File: src/rtl/vco_cal_pkg.sv
package vco_cal_pkg;
  typedef enum logic [1:0] {WIN_IDLE, WIN_SETTLE, WIN_COUNT} win_phase_e;
  typedef enum logic {CAL_IDLE, CAL_RUN} cal_state_e;
endpackage

File: src/rtl/vco_cal_window.sv
module vco_cal_window
  import vco_cal_pkg::*;
#(
  parameter int SET_W = 8,
  parameter int WIN   = 256,
  localparam int CNT_W = $clog2(WIN + 1)
) (
  input  logic             clk_i,
  input  logic             rst_ni,
  input  logic             arm_i,
  input  logic [SET_W-1:0] settle_i,
  input  logic             edge_i,
  output logic             meas_valid_o,
  output logic [CNT_W-1:0] count_o
);
  localparam int WIN_W = $clog2(WIN);
  localparam int TMR_W = (SET_W > WIN_W) ? SET_W : WIN_W;

  win_phase_e       phase;
  logic [TMR_W-1:0] tmr;
  logic [TMR_W:0]   tmr_inc;
  logic [TMR_W:0]   settle_eff;

  assign tmr_inc    = {1'b0, tmr} + (TMR_W+1)'(1);
  assign settle_eff = (settle_i == '0) ? (TMR_W+1)'(1) : (TMR_W+1)'(settle_i);

  always_ff @(posedge clk_i or negedge rst_ni) begin
    if (!rst_ni) begin
      phase        <= WIN_IDLE;
      tmr          <= '0;
      count_o      <= '0;
      meas_valid_o <= 1'b0;
    end else begin
      meas_valid_o <= 1'b0;
      unique case (phase)
        WIN_IDLE: if (arm_i) begin
          phase <= WIN_SETTLE;
          tmr   <= '0;
        end
        WIN_SETTLE: begin
          if (tmr_inc >= settle_eff) begin
            phase   <= WIN_COUNT;
            tmr     <= '0;
            count_o <= '0;
          end else begin
            tmr <= tmr_inc[TMR_W-1:0];
          end
        end
        WIN_COUNT: begin
          count_o <= count_o + CNT_W'(edge_i);
          if (tmr == TMR_W'(WIN - 1)) begin
            phase        <= WIN_IDLE;
            meas_valid_o <= 1'b1;
          end else begin
            tmr <= tmr_inc[TMR_W-1:0];
          end
        end
        default: phase <= WIN_IDLE;
      endcase
    end
  end

  // count never exceeds the window length
  a_r4_count_bound: assert property (@(posedge clk_i) disable iff (!rst_ni)
    count_o <= CNT_W'(WIN));

  // a result only follows a counting phase
  a_r4_valid_after_count: assert property (@(posedge clk_i) disable iff (!rst_ni)
    meas_valid_o |-> $past(phase == WIN_COUNT));

  // settling is never skipped after arming
  a_r3_settle_first: assert property (@(posedge clk_i) disable iff (!rst_ni)
    (phase == WIN_IDLE && arm_i) |=> phase == WIN_SETTLE);
endmodule

File: src/rtl/vco_cal_cmp.sv
module vco_cal_cmp #(
  parameter int CNT_W = 9,
  parameter int TOL   = 2
) (
  input  logic [CNT_W-1:0] count_i,
  input  logic [CNT_W-1:0] target_i,
  output logic [CNT_W-1:0] abs_err_o,
  output logic             above_o,
  output logic             below_o
);
  localparam int EXT = CNT_W + 2;

  logic signed [EXT-1:0] diff;
  logic signed [EXT-1:0] tol_s;
  logic signed [EXT-1:0] mag;

  assign tol_s     = EXT'(TOL);
  assign diff      = $signed({2'b00, count_i}) - $signed({2'b00, target_i});
  assign mag       = (diff < 0) ? -diff : diff;
  assign abs_err_o = mag[CNT_W-1:0];
  assign above_o   = diff > tol_s;
  assign below_o   = diff < -tol_s;

  // never both directions at once
  always_comb begin
    a_r5_one_direction: assert (!(above_o && below_o));
  end
endmodule

File: src/rtl/vco_band_cal.sv
module vco_band_cal
  import vco_cal_pkg::*;
#(
  parameter int CODE_W = 5,
  parameter int SET_W  = 8,
  parameter int WIN    = 256,
  parameter int TOL    = 2,
  localparam int CNT_W = $clog2(WIN + 1)
) (
  input  logic              clk_i,
  input  logic              rst_ni,
  input  logic              start_i,
  input  logic [CNT_W-1:0]  target_i,
  input  logic [SET_W-1:0]  settle_i,
  input  logic              vco_edge_i,
  output logic [CODE_W-1:0] band_code_o,
  output logic              busy_o,
  output logic              done_o
);
  localparam logic [CODE_W-1:0] MID   = CODE_W'(1 << (CODE_W - 1));
  localparam logic [CODE_W-1:0] STEP0 = CODE_W'(1 << (CODE_W - 2));

  cal_state_e        state;
  logic [CODE_W-1:0] step;
  logic [CODE_W-1:0] best_code;
  logic [CNT_W:0]    best_err;
  logic              meas_valid;
  logic [CNT_W-1:0]  count;
  logic [CNT_W-1:0]  abs_err;
  logic              above, below;
  logic              accept, judging, better, finish, arm;

  vco_cal_window #(.SET_W(SET_W), .WIN(WIN)) u_window (
    .clk_i       (clk_i),
    .rst_ni      (rst_ni),
    .arm_i       (arm),
    .settle_i    (settle_i),
    .edge_i      (vco_edge_i),
    .meas_valid_o(meas_valid),
    .count_o     (count)
  );

  vco_cal_cmp #(.CNT_W(CNT_W), .TOL(TOL)) u_cmp (
    .count_i  (count),
    .target_i (target_i),
    .abs_err_o(abs_err),
    .above_o  (above),
    .below_o  (below)
  );

  assign accept  = (state == CAL_IDLE) && start_i;
  assign judging = (state == CAL_RUN) && meas_valid;
  assign better  = {1'b0, abs_err} < best_err;
  assign finish  = judging && ((!above && !below) || (step == '0));
  assign arm     = accept || (judging && !finish);
  assign busy_o  = (state == CAL_RUN);

  always_ff @(posedge clk_i or negedge rst_ni) begin
    if (!rst_ni) begin
      state       <= CAL_IDLE;
      band_code_o <= MID;
      step        <= STEP0;
      best_code   <= MID;
      best_err    <= '1;
      done_o      <= 1'b0;
    end else begin
      done_o <= 1'b0;
      if (accept) begin
        state       <= CAL_RUN;
        band_code_o <= MID;
        step        <= STEP0;
        best_code   <= MID;
        best_err    <= '1;
      end else if (judging) begin
        if (better) begin
          best_err  <= {1'b0, abs_err};
          best_code <= band_code_o;
        end
        if (finish) begin
          state       <= CAL_IDLE;
          band_code_o <= better ? band_code_o : best_code;
          done_o      <= 1'b1;
        end else begin
          band_code_o <= above ? band_code_o - step : band_code_o + step;
          step        <= step >> 1;
        end
      end
    end
  end

  a_r8_done_single: assert property (@(posedge clk_i) disable iff (!rst_ni)
    done_o |=> !done_o);

  a_r8_done_ends_busy: assert property (@(posedge clk_i) disable iff (!rst_ni)
    done_o |-> (!busy_o && $past(busy_o)));

  a_r8_result_held: assert property (@(posedge clk_i) disable iff (!rst_ni)
    (!busy_o && !start_i) |=> $stable(band_code_o));

  a_r2_start_mid: assert property (@(posedge clk_i) disable iff (!rst_ni)
    (!busy_o && start_i) |=> (busy_o && band_code_o == MID));

  // between judgements the code cannot move, start or not
  a_r9_code_stable_midtrial: assert property (@(posedge clk_i) disable iff (!rst_ni)
    (busy_o && !meas_valid) |=> $stable(band_code_o));

  a_r5_step_down: assert property (@(posedge clk_i) disable iff (!rst_ni)
    (judging && above && !finish) |=> band_code_o < $past(band_code_o));

  a_r5_step_up: assert property (@(posedge clk_i) disable iff (!rst_ni)
    (judging && below && !finish) |=> band_code_o > $past(band_code_o));

  a_r6_inside_keep: assert property (@(posedge clk_i) disable iff (!rst_ni)
    (judging && !above && !below) |=> (band_code_o == $past(band_code_o) && done_o));
endmodule

File: config.mk
export PLATFORM = sky130hd
export DESIGN_NAME = vco_band_cal
export DESIGN_NICKNAME = d
export VERILOG_FILES = /design/src/rtl/vco_cal_pkg.sv /design/src/rtl/vco_cal_window.sv /design/src/rtl/vco_cal_cmp.sv /design/src/rtl/vco_band_cal.sv
export SDC_FILE = /design/constraint.sdc
export NUM_CORES = 1
export LEC_CHECK = 0
export BUFFER_PORTS_ARGS = -buffer_cell sky130_fd_sc_hd__buf_2
export CAP_MARGIN = 10
export CORE_MARGIN = 5
export CORE_UTILIZATION = 50
export DETAILED_ROUTE_END_ITERATION = 7
export GPL_TIMING_DRIVEN = 0
export PLACE_DENSITY = 0.68
export SYNTH_ARGS = -nofsm -noshare
export SYNTH_HDL_FRONTEND = slang
export SYNTH_SLANG_ARGS = --single-unit
File: constraint.sdc
create_clock -name clk_i -period 5.2 [get_ports clk_i]
set_input_delay 0 -clock clk_i [delete_from_list [all_inputs] [get_ports clk_i]]
set_output_delay 0 -clock clk_i [all_outputs]
set_load 0.005 [all_outputs]
==> results.md, run 1 <==
- Seq/Total Area, Yosys: 31.7%
- Clock skew: 0.0109 ns
- Flops & latches, synth: 46
- DRT Wirelength: 8110 microns
- Final core occ: 56.4%
- CP max stage cell: a2111oi_1
- Vert. Die Dim: approximately 96 microns
- Worst Hold End: u_window.count_o[0]$_DFFE_PN0P_
- R2R Setup Slk: 0.27 ns
- Crit path time final: 4.93 ns
- Core Region: 7210 sq um
- Largest net degree at the start of global routing: 47
- CP startpoint kind: flip-flop
- Post-Syn Instances: 412
- Critical Path, Cell by Cell: inv_1 -> ha_1 -> inv_1 -> fa_1 -> a211o_1 -> a2111oi_1 -> o32ai_1 -> or2_4 -> nor3_2 -> or2_2 -> mux2_2 -> fa_1 -> a21o_1 -> a21oi_1 -> xnor2_1 -> nor2_1 -> and3_1 -> or2_2 -> a2bb2oi_1
- DRT iter0 DRCs: 91
- Syn nets: 472
- Clock tree from TritonCTS: built
- Clk root buf: clkbuf_8
- WHS Path Cells: 3
- Diode count: 0
- Worst Path Required: ~5.5 ns
- Placement Rows: 31
- Final GP Congestion: 0.819
- Global-route wire length before repair: between 10,000 and 15,000 microns
- Synthesized area: 3680 sq um
- Most common cell in the synthesized netlist: inv_1
- Tcrit/Tclk final: between 90% and 100%
- Clk_lat worst skew: 0.31 ns
- Initial DRT Pass Iterations: 4
- Final instance area: 4070 sq um
- Initial Util: about half
- Initial antenna violation count: 0
- CTS max path bufs: 2
- FMAX: ~200 MHz
- Syn-to-layout area delta: 10.5%
- Prevailing post-synth register cell: dfrtp_1
- Max-slew headroom: 26.9%
- DRC Markers: 0
- DRT antenna net count: 0
- RSZ-0062 raised after global routing: no
- GR Overflow Total: 0
- Post-synth EDFFs: 0
- Post-synth ARST share: 100%
- Final net count: 508
- Area share of the largest cell type after synthesis: 22.4%
- Hold_sp: vco_edge_i
- Finished Layout Cells: 548
- Final worst-path setup slack: 0.269 ns
- P per Cell Area: between 200 and 300 nW/um^2
- Dominant cell type by area after synthesis: dfrtp_1
- Worst R2R End: band_code_o[4]$_DFFE_PN1P_
- Leak Pwr: 0.00201 uW
- Io pins: 28
- Nature of the critical path endpoint: flip-flop
- Commonest cells in the synthesized netlist: inv_1 (44), ha_1 (37), nor2_1 (34), dfrtp_1 (33)
- FF-to-FF path depth: 19
- DR WL/cell: 14.8 microns
- Placed Instance Area: roughly 4000 sq um
- Worst vdd ir: 0.215 mV
- Setup TNS: 0 ns
- Dpl cells: ~540
- Share of cells above drive strength 1: between 10% and 20%
- Crit-path max FO: 4
- Fin. Hold Viols: 0
- Status: finished clean
- Clock transition at path regs: 0.10 ns
- Ranking of synthesized cells by area: dfrtp_1 (22%), ha_1 (13%), dfstp_2 (9.3%)
- Reg-to-reg startpoint: u_window.count_o[0]$_DFFE_PN0P_
- Vias in the first global route: between 3,000 and 4,000
- Vias/cell: about 5.6
- Synth warn: 0
- HPWL after detailed placement: 6080 microns
- Chip Width: between 90 and 100 microns
- Slew Limit Fails: 0
- Crit-path max cell delay: around 0.47 ns
- Slew @ Worst Pin: 1.10 ns
- CTS Buf Count: 5
- Clk sinks: 46
- Die Footprint: 9180 sq um
- Max-cap violation count: 0
- Final setup viols: 0
- H-tree Lvls: 2
- # port buffers: 27
- Critical path type: reg -> reg
- Syn_area_per_cell: 8.94 sq um
- HP Class: in -> reg
- GRT Overall Usage: 18.7%
- Placement Setup Slack: 0.280 ns
- Via count: 3,070
- Worst path arrival time: 5.18 ns
- Post-synth cell types: 60
- Setup bufs post-CTS: 0
-- per-stage QoR --
| step | hold slack (ns) | total power (uW) |
|---|---|---|
| 6_report | 0.0598 | 1140 |
| 5_1_grt | 0.0574 | 1240 |
| 4_1_cts | 0.0522 | 1150 |
| 3_5_place_dp | 0.257 | 903 |
| 3_3_place_gp | 0.256 | 887 |
| 2_1_floorplan | -0.296 | 785 |
-- worst max-delay path: cells and delay by family, from the launching register on --
family	cells	cell delay (ns)
AO/OA/AOI/OAI	6	1.46
AND/OR/NAND/NOR	6	1.23
adder cells (fa/ha/maj)	3	1.04
flip-flops	1	0.43
multiplexers	1	0.37
XOR/XNOR	1	0.18
buffers and inverters	2	0.13
-- what timing repair did --
item                                    in CTS  in global routing
gates resized for setup                      0                  5
hold buffers                                 2                  0
endpoints found under the setup margin       0                  7
hold endpoints to repair                    34                  0
-- registers in the layout, summed over array words and instances (netlist names), 2 cells and up --
signal / cells
step: 4
u_window.tmr: 8
best_err: 10
u_window.count_o: 9
band_code_o: 5
u_window.phase: 2
best_code: 5
-- cells in the final DEF (no fill, tap or decap), types with 3 or more instances in the layout --
master     count
inv_1         44
ha_1          37
nor2_1        34
dfrtp_1       33
buf_2         27
nand2_1       21
o21ai_0       21
xnor2_1       19
a21oi_1       18
dfstp_2       13
nand3_1       11
a21o_1        11
xor2_1         9
clkbuf_1       9
mux2i_1        9
nor3_1         8
a311o_1        8
nand2b_1       7
nor4_1         6
o31ai_1        6
and3_1         5
clkbuf_8       5
nor2b_1        4
and2_1         4
or2_2          4
nor3b_1        4
o22a_1         4
o21ai_1        4
a22o_1         4
buf_6          3
a31oi_1        3
a21boi_0       3
a2bb2oi_1      3
nand4_1        3
o211ai_1       3
-- report_power, final --
part           total (uW)  switching, uW  internal (uW)
sequential            414           32.9            381
clock                 238            141           97.4
combinational         489            285            204
-- layout make-up --
cell class / count / area [sq um]
plain buffers: 13 / 72.6
clock buffers: 5 / 68.8
clock inverters: 3 / 25.0
well taps: 99 / 124
repair buffers: 29 / 155
fillers: 689 / 3150
multi-input cells: 309 / 2290
inverters: 44 / 165
flip-flops and latches: 46 / 1170
-- worst max-delay path by stage --
stage | from | end | slack [ns]
3_3_place_gp | u_window.count_o[0]$_DFFE_PN0P_ | band_code_o[4]$_DFFE_PN1P_ | 0.35
3_5_place_dp | u_window.count_o[0]$_DFFE_PN0P_ | band_code_o[4]$_DFFE_PN1P_ | 0.28
6_report | u_window.count_o[0]$_DFFE_PN0P_ | band_code_o[4]$_DFFE_PN1P_ | 0.27
4_1_cts | u_window.count_o[0]$_DFFE_PN0P_ | band_code_o[4]$_DFFE_PN1P_ | 0.24
2_1_floorplan | u_window.count_o[0]$_DFFE_PN0P_ | band_code_o[4]$_DFFE_PN1P_ | 0.78
5_1_grt | u_window.count_o[1]$_DFFE_PN0P_ | band_code_o[4]$_DFFE_PN1P_ | 0.007
-- cells by family (layout without fill, tap and decap cells) --
group,count (synthesis),after routing,synth area share (%)
flip-flops,46,46,31.7
adder cells (fa/ha/maj),39,39,13.7
buffers and inverters,57,94,6.42
AND/OR/NAND/NOR,122,122,17.0
XOR/XNOR,28,28,6.66
multiplexers,11,11,3.06
AO/OA/AOI/OAI,109,109,21.5
-- per-layer routing --
layer	vias to the layer above	track usage, %	share of wire [%]
met5	-	0	0
met3	7	2.74	2.1
li1	1555	-	-
met4	0	4.86	0.89
met1	1476	24.6	47
met2	32	32.3	50
Note: power is estimated with default switching activity, not from simulation.
==> run 2, diff against run 1 <==
--- a/config.mk
+++ b/config.mk
@@ -8,10 +8,9 @@
 export BUFFER_PORTS_ARGS = -buffer_cell sky130_fd_sc_hd__buf_2
 export CAP_MARGIN = 10
 export CORE_MARGIN = 5
-export CORE_UTILIZATION = 50
+export CORE_UTILIZATION = 45
 export DETAILED_ROUTE_END_ITERATION = 7
 export GPL_TIMING_DRIVEN = 0
-export PLACE_DENSITY = 0.68
 export SYNTH_ARGS = -nofsm -noshare
 export SYNTH_HDL_FRONTEND = slang
 export SYNTH_SLANG_ARGS = --single-unit
==> run 2 against run 1 <==
  * Largest cell class unchanged
  * Critical endpoint unchanged
  * Clock skew is 0.0029 ns higher
  * Total power is 2.0% lower
  * Combinational power is 1% lower
==> results.md, run 2 (synthesized netlist as in run 1, its figures left out) <==
- Clk root buf: clkbuf_8
- Syn-to-layout area delta: 10.6%
- Nature of the critical path endpoint: flip-flop
- FMAX: 206 MHz (+1.5%)
- Final Power: 1120 uW (-2.0%)
- Max-cap violation count: 0 (unchanged)
- Biggest register: best_err
- Crit-path max FO: 4 (unchanged)
- Dpl cells: 544 (+1.1%)
- Most frequent cells in the layout: inv_1 (44), ha_1 (37), nor2_1 (34)
- CTS Buf Count: 5 (unchanged)
- Via count: 3,039 (-1.0%)
- Final core occ: 50.3% (-6.1 points)
- Worst Path Required: 5.42 ns (-0.03 ns)
- DRC Markers: 0 (unchanged)
- Largest register FFs: 10 (unchanged)
- Reg-to-reg startpoint: u_window.count_o[0]$_DFFE_PN0P_
- Hold_sp: vco_edge_i
- DRT Wirelength: 7960 microns (-1.9%)
- Highest Signal Layer: met4
- Worst path arrival time: 5.08 ns (-0.10 ns)
- Fill count: 791 (+15%)
- Worst vdd ir: 0.141 mV (-34%)
- Hold WS: 0.0647 ns (+0.00496 ns)
- Commonest non-fill, non-tap cell in the layout: inv_1
- Final setup viols: 0 (unchanged)
- Largest net degree at the start of global routing: 47 (unchanged)
- DRT antenna net count: 0 (unchanged)
- GR Overflow Total: 0 (unchanged)
- Setup TNS: 0 ns (unchanged)
- Max-slew headroom: 29.1% (+2.1 points)
- Clk_lat worst skew: 0.30 ns (about the same)
- # port buffers: 27 (unchanged)
- Vias/cell: 5.49 (-2.1%)
- RSZ-0062 raised after global routing: no
- Vert. Die Dim: 100 microns (+4.8%)
- Core Region: 8090 sq um (+12%)
- DRT met1 WL: 3880 microns (+2.2%)
- DR WL/cell: 14.4 microns (-2.9%)
- WHS Path Cells: 3 (unchanged)
- FF-to-FF path depth: 19 (unchanged)
- CTS max path bufs: 2 (unchanged)
- CP startpoint kind: flip-flop
- DRT iter0 DRCs: 84 (-7.7%)
- Clock skew: 0.0138 ns (+0.00292 ns)
- Final GP Congestion: 0.816 (-0.38%)
- Met3 wire len: 176 microns (+2.9%)
- H-tree Lvls: 2 (unchanged)
- Slew @ Worst Pin: 1.06 ns (-0.0322 ns)
- Fin. Hold Viols: 0 (unchanged)
- Met2 WL post-DR: 3860 microns (-5.0%)
- Top Registers: best_err (10), u_window.count_o (9), u_window.tmr (8)
- Vias in the first global route: 2,921 (-3.3%)
- Leak Pwr: 0.00201 uW (about the same)
- Tcrit/Tclk final: 93.4% (-1.4 points)
- Die Footprint: 10,100 sq um (+9.9%)
- Worst Hold End: u_window.count_o[0]$_DFFE_PN0P_
- GRT Overall Usage: 16.6% (-2.2 points)
- R2R Setup Slk: 0.34 ns (+0.07 ns)
- Io pins: 28 (unchanged)
- Share of cells above drive strength 1: 14.5% (unchanged)
- Initial antenna violation count: 0 (unchanged)
- Status: finished clean
- Final net count: 508 (unchanged)
- Slew Limit Fails: 0 (unchanged)
- Initial DRT Pass Iterations: 4 (unchanged)
- Critical path type: reg -> reg
- Clock tree from TritonCTS: built
- Chip Width: 100 microns (+4.8%)
- P per Cell Area: 274 nW/um^2 (-2.1%)
- Finished Layout Cells: 554 (+1.1%)
- HP Class: in -> reg
- Diode count: 0 (unchanged)
- Clock transition at path regs: 0.09 ns (about the same)
- Global-route wire length before repair: 13,700 microns (+0.20%)
- Initial Util: 45.5% (-5.5 points)
- Clk sinks: 46 (unchanged)
- Worst R2R End: band_code_o[4]$_DFFE_PN1P_
- HPWL after detailed placement: 6090 microns (about the same)
- Placement Rows: 33 (+6.5%)
- Crit path time final: 4.86 ns (-0.0723 ns)
## run 2: worst max-delay path: stages (launching register included)
cell and delay [ns]:
dfrtp_1 0.41, inv_1 0.08, ha_1 0.19, inv_1 0.06, fa_1 0.43, a211o_1 0.32, a2111oi_1 0.38, o32ai_1 0.17
or2_4 0.29, nor3_2 0.22, or2_2 0.18, mux2_2 0.37, fa_1 0.43, a21o_1 0.20, a21oi_1 0.18, xnor2_1 0.18
nor2_1 0.06, and3_1 0.20, or2_2 0.28, a2bb2oi_1 0.15
## run 2: how the worst max path moves through the flow
stage	cells after the start	endpoint	startpoint	slack, ns
6_report	19	band_code_o[4]$_DFFE_PN1P_	u_window.count_o[0]$_DFFE_PN0P_	0.34
3_3_place_gp	19	band_code_o[4]$_DFFE_PN1P_	u_window.count_o[0]$_DFFE_PN0P_	0.32
5_1_grt	19	band_code_o[4]$_DFFE_PN1P_	u_window.count_o[0]$_DFFE_PN0P_	0.1
4_1_cts	18	band_code_o[4]$_DFFE_PN1P_	u_window.count_o[0]$_DFFE_PN0P_	0.27
3_5_place_dp	18	band_code_o[4]$_DFFE_PN1P_	u_window.count_o[0]$_DFFE_PN0P_	0.30
2_1_floorplan	19	band_code_o[4]$_DFFE_PN1P_	u_window.count_o[0]$_DFFE_PN0P_	0.78
## run 2: cell type report
class                   instances  area (sq um)  share of cell area [%]
inverters                      44           165                    4.05
multi-input cells             309          2290                    56.3
clock buffers                   5          68.8                    1.69
clock inverters                 3          21.3                   0.522
well taps                     105           131                    3.22
plain buffers                  13          72.6                    1.78
repair buffers                 29           155                    3.81
flip-flops and latches         46          1170                    28.7
## run 2: what timing repair did
action | 4_1_cts | 5_1_grt
endpoints found under the hold margin | 34 | 0
gates resized for setup | 0 | 6
setup endpoints to repair | 0 | 3
buffers inserted | 0 | 0
hold buffers | 2 | 0
## run 2: stage by stage
| step | worst slack, ns | area [sq um] |
|---|---|---|
| finish | 0.341 | 4070 |
| global route | 0.0969 | 4070 |
| CTS | 0.275 | 4060 |
| detailed placement | 0.301 | 3950 |
| global placement | 0.320 | 3950 |
| floorplan | 0.782 | 3680 |
## run 2: per-layer routing
layer | GRT usage, % | vias up
li1 | - | 1554
met1 | 22.6 | 1456
met2 | 28.3 | 27
met3 | 2.49 | 2
met4 | 2.80 | 0
met5 | 0 | -
## run 2: where the power goes
| group | internal (uW) | leakage (uW) | switching (uW) |
|---|---|---|---|
| clock network | 94.7 | 0.0000441 | 128 |
| logic | 203 | 0.00138 | 279 |
| registers | 381 | 0.000585 | 32.3 |
| total | 679 | 0.00201 | 439 |
==> run 3, diff against run 2 <==
--- a/config.mk
+++ b/config.mk
@@ -11,6 +11,7 @@
 export CORE_UTILIZATION = 45
 export DETAILED_ROUTE_END_ITERATION = 7
 export GPL_TIMING_DRIVEN = 0
+export RECOVER_POWER = 50
 export SYNTH_ARGS = -nofsm -noshare
 export SYNTH_HDL_FRONTEND = slang
 export SYNTH_SLANG_ARGS = --single-unit
==> run 3 against run 2 <==
  * Sequential power barely moved
  * Cell area fell by 0.12%
  * Global-route usage did not move
  * Largest cell class unchanged
  * The flow now finishes with violations (capacitance limit, slew limit)
==> results.md, run 3 (synthesized netlist as in run 1, its figures left out) <==
- Setup TNS: 0 ns (unchanged)
- Initial DRT Pass Iterations: 4 (unchanged)
- Placement Setup Slack: 0.301 ns (unchanged)
- Leak Pwr: 0.00199 uW (-0.70%)
- Psw: 440 uW (about the same)
- P per Cell Area: 275 nW/um^2 (+0.13%)
- Initial Util: 45.5% (unchanged)
- DRT iter0 DRCs: 85 (+1.2%)
- Diode count: 0 (unchanged)
- Fin. Hold Viols: 0 (unchanged)
- Vias in the first global route: 2,921 (unchanged)
- Most frequent cells in the layout: inv_1 (44), ha_1 (37), nor2_1 (34)
- Max-slew headroom: -71.1% (-100 points)
- Worst Path Required: 5.43 ns (about the same)
- Hold WS: 0.0647 ns (-0.0000402 ns)
- Max-cap violation count: 1 (+1)
- Switching part of the total: 39.3% (about the same)
- Biggest register: best_err
- Crit path time final: 4.85 ns (-0.00548 ns)
- Worst vdd ir: 0.141 mV (about the same)
- Critical Path, Cell by Cell: inv_1 -> ha_1 -> inv_1 -> fa_1 -> a211o_1 -> a2111oi_1 -> o32ai_1 -> or2_4 -> nor3_2 -> or2_2 -> mux2_2 -> fa_1 -> a21o_1 -> a21oi_1 -> xnor2_1 -> nor2_1 -> and3_1 -> or2_2 -> a2bb2oi_1
- DRC Markers: 0 (unchanged)
- Crit-path max FO: 4 (unchanged)
- RSZ-0062 raised after global routing: no
- DRT Wirelength: 7960 microns (about the same)
- CP max stage cell: fa_1
- Largest net degree at the start of global routing: 47 (unchanged)
- H-tree Lvls: 2 (unchanged)
- Vias/cell: 5.49 (+0.13%)
- Worst R2R End: band_code_o[4]$_DFFE_PN1P_
- HP Class: in -> reg
- Clock skew: 0.0137 ns (-0.0000530 ns)
- CTS Buf Count: 5 (unchanged)
- HPWL after detailed placement: 6090 microns (unchanged)
- Core Region: 8090 sq um (unchanged)
- CP startpoint kind: flip-flop
- CP Launch Point: u_window.count_o[0]$_DFFE_PN0P_
- Clk root buf: clkbuf_8
- Slew @ Worst Pin: 2.57 ns (+1.50 ns)
- Via count: 3,043 (+0.13%)
- Final setup viols: 0 (unchanged)
- Clock tree from TritonCTS: built
- Status: finished with violations
- DRT antenna net count: 0 (unchanged)
- Clk sinks: 46 (unchanged)
- Sequential group share of total power: 37.0% (about the same)
- Worst path arrival time: 5.08 ns (about the same)
- Tcrit/Tclk final: 93.3% (-0.11 points)
- Vert. Die Dim: 100 microns (unchanged)
- Clk_lat worst skew: 0.30 ns (about the same)
- Chip Width: 100 microns (unchanged)
- Reg-to-reg startpoint: u_window.count_o[0]$_DFFE_PN0P_
- CP endpoint: band_code_o[4]$_DFFE_PN1P_
- Placement Rows: 33 (unchanged)
- Failing checks: capacitance limit, slew limit
- Largest register FFs: 10 (unchanged)
- Top Registers: best_err (10), u_window.count_o (9), u_window.tmr (8)
- Critical path type: reg -> reg
- GR Overflow Total: 0 (unchanged)
- Die Footprint: 10,100 sq um (unchanged)
- FMAX: 206 MHz (+0.11%)
- Critical path buffers and inverters: 2 (unchanged)
- GRT Overall Usage: 16.6% (unchanged)
- Setup bufs post-CTS: 0 (unchanged)
- Nature of the critical path endpoint: flip-flop
- Critical Path Stages: 19 (unchanged)
- Comb power frac: 43.1% (about the same)
- Io pins: 28 (unchanged)
- Power Internal: 679 uW (about the same)
- R2R Setup Slk: 0.35 ns (about the same)
- Crit-path max cell delay: 0.43 ns (about the same)
- Commonest non-fill, non-tap cell in the layout: inv_1
- Final net count: 508 (unchanged)
- Final worst-path setup slack: 0.346 ns (+0.00548 ns)
- Share of cells above drive strength 1: 13.4% (-1.1 points)
- FF-to-FF path depth: 19 (unchanged)
- Crit path max-delay family: compound AO/OA/AOI/OAI gates
- Clock power share: 19.9% (about the same)
- # port buffers: 27 (unchanged)
- Slew Limit Fails: 47 (+47)
- Global-route wire length before repair: 13,700 microns (unchanged)
- Initial antenna violation count: 0 (unchanged)
- Syn-to-layout area delta: 10.5%
- DR WL/cell: 14.4 microns (about the same)
- Final GP Congestion: 0.816 (unchanged)
- Clock transition at path regs: 0.09 ns (about the same)
- CTS max path bufs: 2 (unchanged)
## run 3: per-layer routing
metal	vias to the layer above	routed length (microns)	GRT usage (%)
met3	2	177	2.49
li1	1554	-	-
met5	-	0	0
met1	1460	3890	22.6
met4	0	36	2.80
met2	27	3860	28.3
## run 3: cell type report
type	count	area (sq um)
Sequential cell	46	1170
Multi-Input combinational cell	309	2290
Fill cell	791	4020
Clock inverter	3	21.3
Tap cell	105	131
Clock buffer	5	68.8
Timing Repair Buffer	29	150
Buffer	13	72.6
Inverter	44	165
## run 3: timing repair
item	4_1_cts	5_1_grt
resized for setup	0	6
hold endpoints to repair	34	0
hold buffers	2	0
endpoints found under the setup margin	0	3
## run 3: worst min-delay path by stage
stage	cells after the start	slack, ns	startpoint	end
2_1_floorplan	0	-0.30	rst_ni	band_code_o[0]$_DFFE_PN0P_
3_3_place_gp	1	0.26	rst_ni	u_window.count_o[5]$_DFFE_PN0P_
3_5_place_dp	1	0.27	rst_ni	u_window.count_o[4]$_DFFE_PN0P_
4_1_cts	3	0.06	vco_edge_i	u_window.count_o[0]$_DFFE_PN0P_
5_1_grt	3	0.06	vco_edge_i	u_window.count_o[0]$_DFFE_PN0P_
6_report	3	0.06	vco_edge_i	u_window.count_o[0]$_DFFE_PN0P_
## run 3: power groups by stage
stage | logic (uW) | registers [uW] | clock network, uW
finish | 482 | 413 | 223
global placement | 472 | 420 | 0
floorplan | 376 | 409 | 0
global route | 553 | 417 | 251
CTS | 484 | 414 | 235
detailed placement | 479 | 421 | 0
## run 3: worst reg2reg max path: cells and delay by family, from the launching register on
family	cells	cell delay, ns
AO/OA/AOI/OAI	6	1.40
buffers and inverters	2	0.14
flip-flops	1	0.41
multiplexers	1	0.37
AND/OR/NAND/NOR	6	1.23
adder cells (fa/ha/maj)	3	1.05
XOR/XNOR	1	0.18
## run 3: metrics by stage
stage          power (uW)  instance area, sq um  utilization [%]  cells
2_1_floorplan         785                  3680                -    412
3_3_place_gp          892                  3950             48.8    544
4_1_cts              1130                  4060             50.2    554
6_report             1120                  4070             50.3    554
5_1_grt              1220                  4070             50.3    554
3_5_place_dp          900                  3950             48.8    544
